==> src/rtl/dac_load_pkg.sv <==
package dac_load_pkg;
  typedef enum logic {
    REQ_IDLE  = 1'b0,
    REQ_ARMED = 1'b1
  } req_state_e;
endpackage

==> src/rtl/dac_load_sync.sv <==
module dac_load_sync #(
  parameter int   STAGES    = 2,
  parameter logic RESET_VAL = 1'b1
) (
  input  logic clk,
  input  logic rst_n,
  input  logic d_i,
  output logic q_o
);
  logic [STAGES-1:0] chain;

  always_ff @(posedge clk or negedge rst_n) begin
    if (!rst_n) begin
      chain <= {STAGES{RESET_VAL}};
    end else begin
      chain[0] <= d_i;
      for (int i = 1; i < STAGES; i++) chain[i] <= chain[i-1];
    end
  end

  assign q_o = chain[STAGES-1];
endmodule

==> src/rtl/dac_load_fall.sv <==
module dac_load_fall (
  input  logic clk,
  input  logic rst_n,
  input  logic lvl_i,
  output logic fall_o
);
  logic prev_q;

  always_ff @(posedge clk or negedge rst_n) begin
    if (!rst_n) prev_q <= 1'b1;
    else        prev_q <= lvl_i;
  end

  assign fall_o = prev_q & ~lvl_i;

  // a detected drop never repeats on the next cycle while the level stays low
  a_r8_one_shot_edge: assert property (@(posedge clk) disable iff (!rst_n)
    fall_o |=> !fall_o);
endmodule

==> src/rtl/dac_load_defer.sv <==
module dac_load_defer
  import dac_load_pkg::*;
(
  input  logic clk,
  input  logic rst_n,
  input  logic fall_i,
  input  logic busy_eff_i,
  output logic load_o
);
  req_state_e state_q, state_d;
  logic       load_q, load_d;
  logic       want;

  assign want = fall_i | (state_q == REQ_ARMED);

  always_comb begin
    load_d  = want & ~busy_eff_i;
    state_d = (want & busy_eff_i) ? REQ_ARMED : REQ_IDLE;
  end

  always_ff @(posedge clk or negedge rst_n) begin
    if (!rst_n) begin
      state_q <= REQ_IDLE;
      load_q  <= 1'b0;
    end else begin
      state_q <= state_d;
      load_q  <= load_d;
    end
  end

  assign load_o = load_q;

  // no load is issued on an edge where busy was seen active
  a_r2_no_load_when_busy: assert property (@(posedge clk) disable iff (!rst_n)
    load_q |-> !$past(busy_eff_i));

  // a stored request is replayed as soon as busy is seen clear
  a_r2_replay_on_release: assert property (@(posedge clk) disable iff (!rst_n)
    (state_q == REQ_ARMED && !busy_eff_i) |=> load_q);

  // a drop seen while idle loads on the next edge
  a_r1_direct_load: assert property (@(posedge clk) disable iff (!rst_n)
    (fall_i && !busy_eff_i) |=> load_q);

  // the pulse is one cycle wide and leaves nothing stored
  a_r7_single_cycle: assert property (@(posedge clk) disable iff (!rst_n)
    load_q |=> !load_q);

  a_r7_cleared_with_pulse: assert property (@(posedge clk) disable iff (!rst_n)
    $rose(load_q) |-> (state_q == REQ_IDLE));
endmodule

==> src/rtl/dac_load_gate.sv <==
module dac_load_gate #(
  parameter int SYNC_STAGES = 2
) (
  input  logic clk,
  input  logic rst_n,
  input  logic upd_req_n_i,
  input  logic busy_int_i,
  input  logic busy_line_i,
  input  logic busy_drive_en_i,
  output logic busy_pull_o,
  output logic load_pulse_o
);
  logic upd_s;
  logic line_s;
  logic upd_fall;
  logic busy_eff;

  dac_load_sync #(.STAGES(SYNC_STAGES), .RESET_VAL(1'b1)) u_sync_upd (
    .clk(clk), .rst_n(rst_n), .d_i(upd_req_n_i), .q_o(upd_s)
  );

  dac_load_sync #(.STAGES(SYNC_STAGES), .RESET_VAL(1'b1)) u_sync_line (
    .clk(clk), .rst_n(rst_n), .d_i(busy_line_i), .q_o(line_s)
  );

  dac_load_fall u_fall (
    .clk(clk), .rst_n(rst_n), .lvl_i(upd_s), .fall_o(upd_fall)
  );

  assign busy_eff = busy_int_i | ~line_s;

  dac_load_defer u_defer (
    .clk(clk), .rst_n(rst_n), .fall_i(upd_fall), .busy_eff_i(busy_eff),
    .load_o(load_pulse_o)
  );

  assign busy_pull_o = busy_int_i & busy_drive_en_i;

  // nothing is loaded in the first cycle out of reset with idle inputs
  a_r9_quiet_after_reset: assert property (@(posedge clk) disable iff (!rst_n)
    (!$past(rst_n) || $rose(rst_n)) |-> !load_pulse_o);
endmodule

==> config.mk <==
export PLATFORM = sky130hd
export DESIGN_NAME = dac_load_gate
export DESIGN_NICKNAME = d
export VERILOG_FILES = /design/src/rtl/dac_load_pkg.sv /design/src/rtl/dac_load_sync.sv /design/src/rtl/dac_load_fall.sv /design/src/rtl/dac_load_defer.sv /design/src/rtl/dac_load_gate.sv
export SDC_FILE = /design/constraint.sdc
export NUM_CORES = 1
export LEC_CHECK = 0
export ABC_AREA = 1
export BUFFER_PORTS_ARGS = -buffer_cell sky130_fd_sc_hd__buf_2
export CORE_AREA = 5 5 42 44
export CTS_CLUSTER_SIZE = 20
export DETAILED_ROUTE_END_ITERATION = 6
export DIE_AREA = 0 0 47 49
export REMOVE_ABC_BUFFERS = 1
export SYNTH_ARGS = -nofsm -noshare
export SYNTH_HDL_FRONTEND = slang
export SYNTH_HIERARCHICAL = 1
export SYNTH_SLANG_ARGS = --single-unit
export TNS_END_PERCENT = 50
==> constraint.sdc <==
create_clock -name clk -period 1.82 [get_ports clk]
set_clock_uncertainty 0.05 [all_clocks]
set_input_delay 0.364 -clock clk [delete_from_list [all_inputs] [get_ports clk]]
set_output_delay 0.364 -clock clk [all_outputs]
set_load 0.01 [all_outputs]
==> results of run 1 <==
-- synthesized netlist by cell type (all sizes together) --
| cell type | number | area share [%] |
|---|---|---|
| dfrtp | 2 | 23 |
| dfstp | 5 | 59 |
| inv | 4 | 6.8 |
| nand2 | 2 | 3.4 |
| nor2 | 4 | 7.9 |
-- where the power goes --
group          switching (mW)  internal, mW  leakage [nW]
logic                  0.0106       0.00976        0.0719
registers             0.00286         0.170        0.0779
clock network          0.0549        0.0835        0.0150
total                  0.0685         0.263         0.165
-- path summary, 6_finish.rpt --
path / to / depth (start not counted)
max: load_pulse_o / 1
max reg2reg: u_defer/state_q$_DFF_PN0_ / 3
min in group asynchronous: u_defer/load_o$_DFF_PN0_ / 2
min: u_sync_line/chain[0]$_DFF_PN1_ / 1
max in group asynchronous: u_fall/prev_q$_DFF_PN1_ / 2
min reg2reg: u_sync_upd/chain[1]$_DFF_PN1_ / 0
-- placed cells by master, fill, tap and decap left out, drive strengths merged --
cell type    instances
nor2                 4
nand2                2
clkbuf               4
inv                  4
dfrtp                2
dlygate4sd3          1
buf                  7
dfstp                5
-- per-layer routing --
layer	global-route usage, %	part of all wire, %	wire (µm)	vias to the layer above
li1	-	-	-	70
met1	4.27	35	121	70
met2	4.98	55	188	5
met3	3.32	9.9	34	0
met4	5.53	0	0	0
met5	0	0	0	-
-- through the flow --
| step | cell area, µm² | setup WS, ns | hold WS (ns) | utilization, % |
|---|---|---|---|---|
| floorplan | 221 | 0.929 | 0.0184 | - |
| global placement | 277 | 0.741 | 0.148 | 19.7 |
| detailed placement | 277 | 0.727 | 0.154 | 19.7 |
| CTS | 313 | 0.661 | 0.152 | 22.3 |
| global route | 313 | 0.646 | 0.154 | 22.3 |
| finish | 313 | 0.679 | 0.164 | 22.3 |
-- flip-flops by register name, indices dropped and copies added, names as in the netlist --
signal	count
u_defer/state_q	1
u_sync_upd/chain	2
u_fall/prev_q	1
u_sync_line/chain	2
u_defer/load_o	1
-- cells by family (layout without fill, tap and decap cells) --
group	count (synthesis)	count (layout)	synth area share (%)
buf+inv	4	16	6.78
flops	7	7	81.9
simple gates	6	6	11.3
-- area by class of cell --
class                      instances  area share [%]
clock buffer                       4            8.40
inverter                           4            4.80
multi-input combinational          6            8.00
sequential                         7            58.0
tap                               16            6.40
timing repair buffer               8            14.4
==> out/qor.txt, run 1 <==
Outcome: complete, no violations
Buffers on Ports: 7
Register Area: 181 µm²
Critical R2R Launch: u_sync_upd/chain[1]$_DFF_PN1_
Final hold violations: 0
First-pass GRT wire length: 614 µm
TritonCTS Buffers: 3
Synthesis-stage register bit count: 7
Root Driver: clkbuf_4
Cell chain of the critical path: buf_2
Antenna cells: 0
Hold Crit Start: busy_line_i
Power per cell area: 1060 nW/µm²
Worst-path clk slew: 0.05 ns
Avg Cell Area, Syn: 13.0 µm²
Synthesis Warnings: 6
Critical Path Sink Type: output pin
GRT Util Overall: 4.40%
Area added between synthesis and finish: 41.2%
Initial antenna violation count: 0
Post-synth cell types: 6
Synthesized area: 221 µm²
Total Negative Setup Slacks: 0 ns
Post-CTS Setup Bufs: 0
CTS Sinks: 7
Peak supply drop: 0.261 mV
Post-Syn Instances: 17
Vias per std cell: 3.22
Routed wire length per instance: 7.62 µm
Number of global-route vias before repair: 147
Post-DRT Antenna Nets: 0
Slew Viols, Final: 0
Via Count: 145
Die ar.: 2300 µm²
Core area: 1400 µm²
CP top delay family: flip-flops
Worst setup path start: u_defer/load_o$_DFF_PN0_
Non-Filler Instances: 45
CP Buf/Inv Count: 1
Multi-input gate area: 25.0 µm²
Die height: 49 µm
Placed wire-length estimate: 258 µm
Crit path required time: 1.41 ns
Unrepaired setup endpoints after global routing: no
Fin crit period: 1.14 ns
Pin count of the biggest net entering global routing: 8
# setup viols final: 0
Reg2reg setup slack: 0.93 ns
Total grt overflow: 0
Clk_lat worst skew: 0.24 ns
Slew HR: 89.6%
Static leakage: 0.165 nW
Routability congestion estimate from global placement: 0.657
Hold_buf cts: 1
WP data arrival: 0.73 ns
Worst Tran Pin Value: 0.155 ns
H-tree Lvls: 1
DRT iter0 DRCs: 0
Post-CTS resize count: 0
CTS tree: built
DRC: 0
Period utilisation layout: 62.7%
# IOs: 8
Fmax: 877 MHz
CP Max Fanout: 1
Initial Util: 15.8%
Worst hold path type: input port to register
Critical path class: register to output pin
Placed insts: 40
Site row count: 14
Share of layout cells above drive strength 1: 55.2%
Power, Total: 0.331 mW
Critical Path Start Type: register
Sequential area share after synthesis: 81.9%
Die width: 47 µm
CP max-delay cell: dfrtp_1
Max Cap Viol: 0
Final wirelength: 343 µm
Max incr delay on CP: 0.35 ns
CTS max path bufs: 2
Fill cells: 168
Number of detailed-route iterations in the first pass: 1
Nets: 36
(Power assumes the default switching activity.)
==> run 2, diff against run 1 <==
--- a/config.mk
+++ b/config.mk
@@ -5,7 +5,7 @@
 export SDC_FILE = /design/constraint.sdc
 export NUM_CORES = 1
 export LEC_CHECK = 0
-export ABC_AREA = 1
+export ABC_AREA = 0
 export BUFFER_PORTS_ARGS = -buffer_cell sky130_fd_sc_hd__buf_2
 export CORE_AREA = 5 5 42 44
 export CTS_CLUSTER_SIZE = 20
==> constraint.sdc (replaced) <==
create_clock -name clk -period 1 [get_ports clk]
set_clock_uncertainty 0.05 [all_clocks]
set_input_delay 0.2 -clock clk [delete_from_list [all_inputs] [get_ports clk]]
set_output_delay 0.2 -clock clk [all_outputs]
set_load 0.01 [all_outputs]
==> out/qor.txt, run 2 <==
Outcome: complete, no violations
Die width: 47 µm
Largest area contributor in the netlist: dfstp_2
Yosys top cell area share: 58.3%
Clk_lat worst skew: 0.24 ns
Sequential area share after synthesis: 80.6%
Nets: 33
Die height: 49 µm
Peak supply drop: 1.05 mV
Static leakage: 0.160 nW
Period utilisation layout: 99.2%
CTS max path bufs: 2
Largest family of logic cells by synthesized area: simple AND/OR/NAND/NOR gates
WP data arrival: 0.74 ns
Biggest regs: u_sync_line/chain x2, u_sync_upd/chain x2
Fin crit period: 0.992 ns
Post-Synth Adder-Cell Area: 0%
Crit path required time: 0.75 ns
Power per cell area: 1810 nW/µm²
Hold Crit Start: busy_int_i
Met2 WL: 188 µm
Fmax: 1010 MHz
Area fraction in compound gates after synthesis: 7.78%
Highest routed layer: met3
Core area: 1400 µm²
Critical R2R Launch: u_sync_upd/chain[1]$_DFF_PN1_
Synth cell count leaders: dfstp_2 (5), dfrtp_1 (2)
Initial antenna violation count: 0
Routability congestion estimate from global placement: 0.659
Initial Util: 16.1%
Ys async rst share: 100%
Max Cap Viol: 0
Post-synth EDFFs: 0
Post-synth cell types: 7
Fill cells: 163
Total grt overflow: 0
Die ar.: 2300 µm²
Max incr delay on CP: 0.36 ns
Area added between synthesis and finish: 49.4%
Slew Viols, Final: 0
Synth Area in Simple Gates: 11.7%
# IOs: 8
Critical path class: register to output pin
CTS Sinks: 7
Buffers on Ports: 7
Avg Cell Area, Syn: 18.8 µm²
CP Buf/Inv Count: 1
Synthesis Warnings: 6
CP Max Fanout: 1
Most frequent cells in the layout: buf_2 (7), dfstp_2 (5), clkbuf_4 (3), dlygate4sd3_1 (3), dfrtp_1 (2)
Post-CTS Setup Bufs: 0
Site row count: 14
Worst-path clk slew: 0.05 ns
Root Driver: clkbuf_4
TritonCTS Buffers: 3
Number of detailed-route iterations in the first pass: 2
Final wirelength: 401 µm
Routed wire length per instance: 9.55 µm
Critical Path Start Type: register
Pin count of the biggest net entering global routing: 8
Number of global-route vias before repair: 182
Synthesis-stage register bit count: 7
Vias per std cell: 3.24
Antenna cells: 0
Slew HR: 89.9%
GRT Util Overall: 5.04%
Main synth FF type: dfstp_2
DRC: 0
Multi-input gate area: 43.8 µm²
CTS tree: built
Xor-xnor portion of the synthesized cell area: 0%
CP top delay family: flip-flops
Synthesized area: 225 µm²
Final core utilization: 24.0%
Top-count cell post-synth: dfstp_2
Final hold violations: 0
Most common cell after layout, fill and taps aside: buf_2
DRT iter0 DRCs: 2
Power, Total: 0.608 mW
# setup viols final: 0
Unrepaired setup endpoints after global routing: yes
Via Count: 136
Met1 wire length: 156 µm
Met3 WL: 55 µm
Mux cell area share after synthesis: 0%
Top area cells in the synthesized netlist: dfstp_2 (58%), dfrtp_1 (22%), nor2b_4 (6.1%), o21ba_1 (4.4%), o21a_1 (3.3%)
Post-Syn Instances: 12
Worst setup path start: u_defer/load_o$_DFF_PN0_
Critical Path Sink Type: output pin
Post-CTS resize count: 0
First-pass GRT wire length: 765 µm
Worst hold path type: input port to register
Cell chain of the critical path: buf_2
CP max-delay cell: dfrtp_1
H-tree Lvls: 1
Share of layout cells above drive strength 1: 61.5%
Register Area: 181 µm²
Worst Tran Pin Value: 0.152 ns
Post-DRT Antenna Nets: 0
[run 2: cell count changes in the layout (fill, tap and decap cells not counted), moves of 2 or more]
| cell | delta |
|---|---|
| inv_1 | -4 |
| dlygate4sd3_1 | +2 |
| nand2_1 | -2 |
| nor2_1 | -3 |
[run 2: cell families after synthesis]
group            Yosys count
flip-flops                 7
AO/OA/AOI/OAI              2
AND/OR/NAND/NOR            3
[run 2: area by class of cell]
class,count,area share [%]
multi-input combinational,5,13.0
timing repair buffer,10,19.3
sequential,7,53.9
tap,16,5.95
clock buffer,4,7.81
[run 2: stage by stage]
| step | hold WS [ns] | cells | setup TNS (ns) | setup WS (ns) | instance area [µm²] |
|---|---|---|---|---|---|
| finish | 0.235 | 42 | 0 | 0.00794 | 337 |
| global route | 0.271 | 42 | -0.0244 | -0.0244 | 337 |
| CTS | 0.00117 | 41 | -0.00760 | -0.00760 | 327 |
| detailed placement | -0.0175 | 35 | 0 | 0.0887 | 280 |
| global placement | -0.0241 | 35 | 0 | 0.109 | 280 |
| floorplan | -0.146 | 12 | 0 | 0.116 | 225 |
[run 2: repair_timing]
| action | CTS | global route |
|---|---|---|
| hold endpoints to repair | 8 | 1 |
| pin swaps | 0 | 0 |
| hold buffers | 2 | 1 |
| endpoints found under the setup margin | 1 | 1 |
[run 2: worst paths after layout]
check | to | slack [ns] | cells past startpoint
max | load_pulse_o | 0.008 | 1
min | u_defer/state_q$_DFF_PN0_ | 0.23 | 3
max reg2reg | u_defer/load_o$_DFF_PN0_ | 0.08 | 2
min reg2reg | u_sync_line/chain[1]$_DFF_PN1_ | 0.31 | 0
max in group asynchronous | u_sync_line/chain[1]$_DFF_PN1_ | 0.39 | 2
min in group asynchronous | u_defer/state_q$_DFF_PN0_ | 0.28 | 2
[run 2: power breakdown]
group	switching (mW)	internal (mW)	total (mW)
Sequential	0.00772	0.309	0.317
Combinational	0.0170	0.0277	0.0447
Clock	0.0946	0.152	0.246
Total	0.119	0.488	0.608
[run 2: worst register-to-register path, cell delays in order, from the launching register on]
cell and delay, ns:
dfstp_2 0.55, nor2b_4 0.04, o21ba_1 0.17
[run 2: layer usage]
layer	vias up	GRT usage, %
met3	0	6.64
met4	0	1.38
met2	7	6.79
met5	-	0
met1	64	4.50
li1	65	-
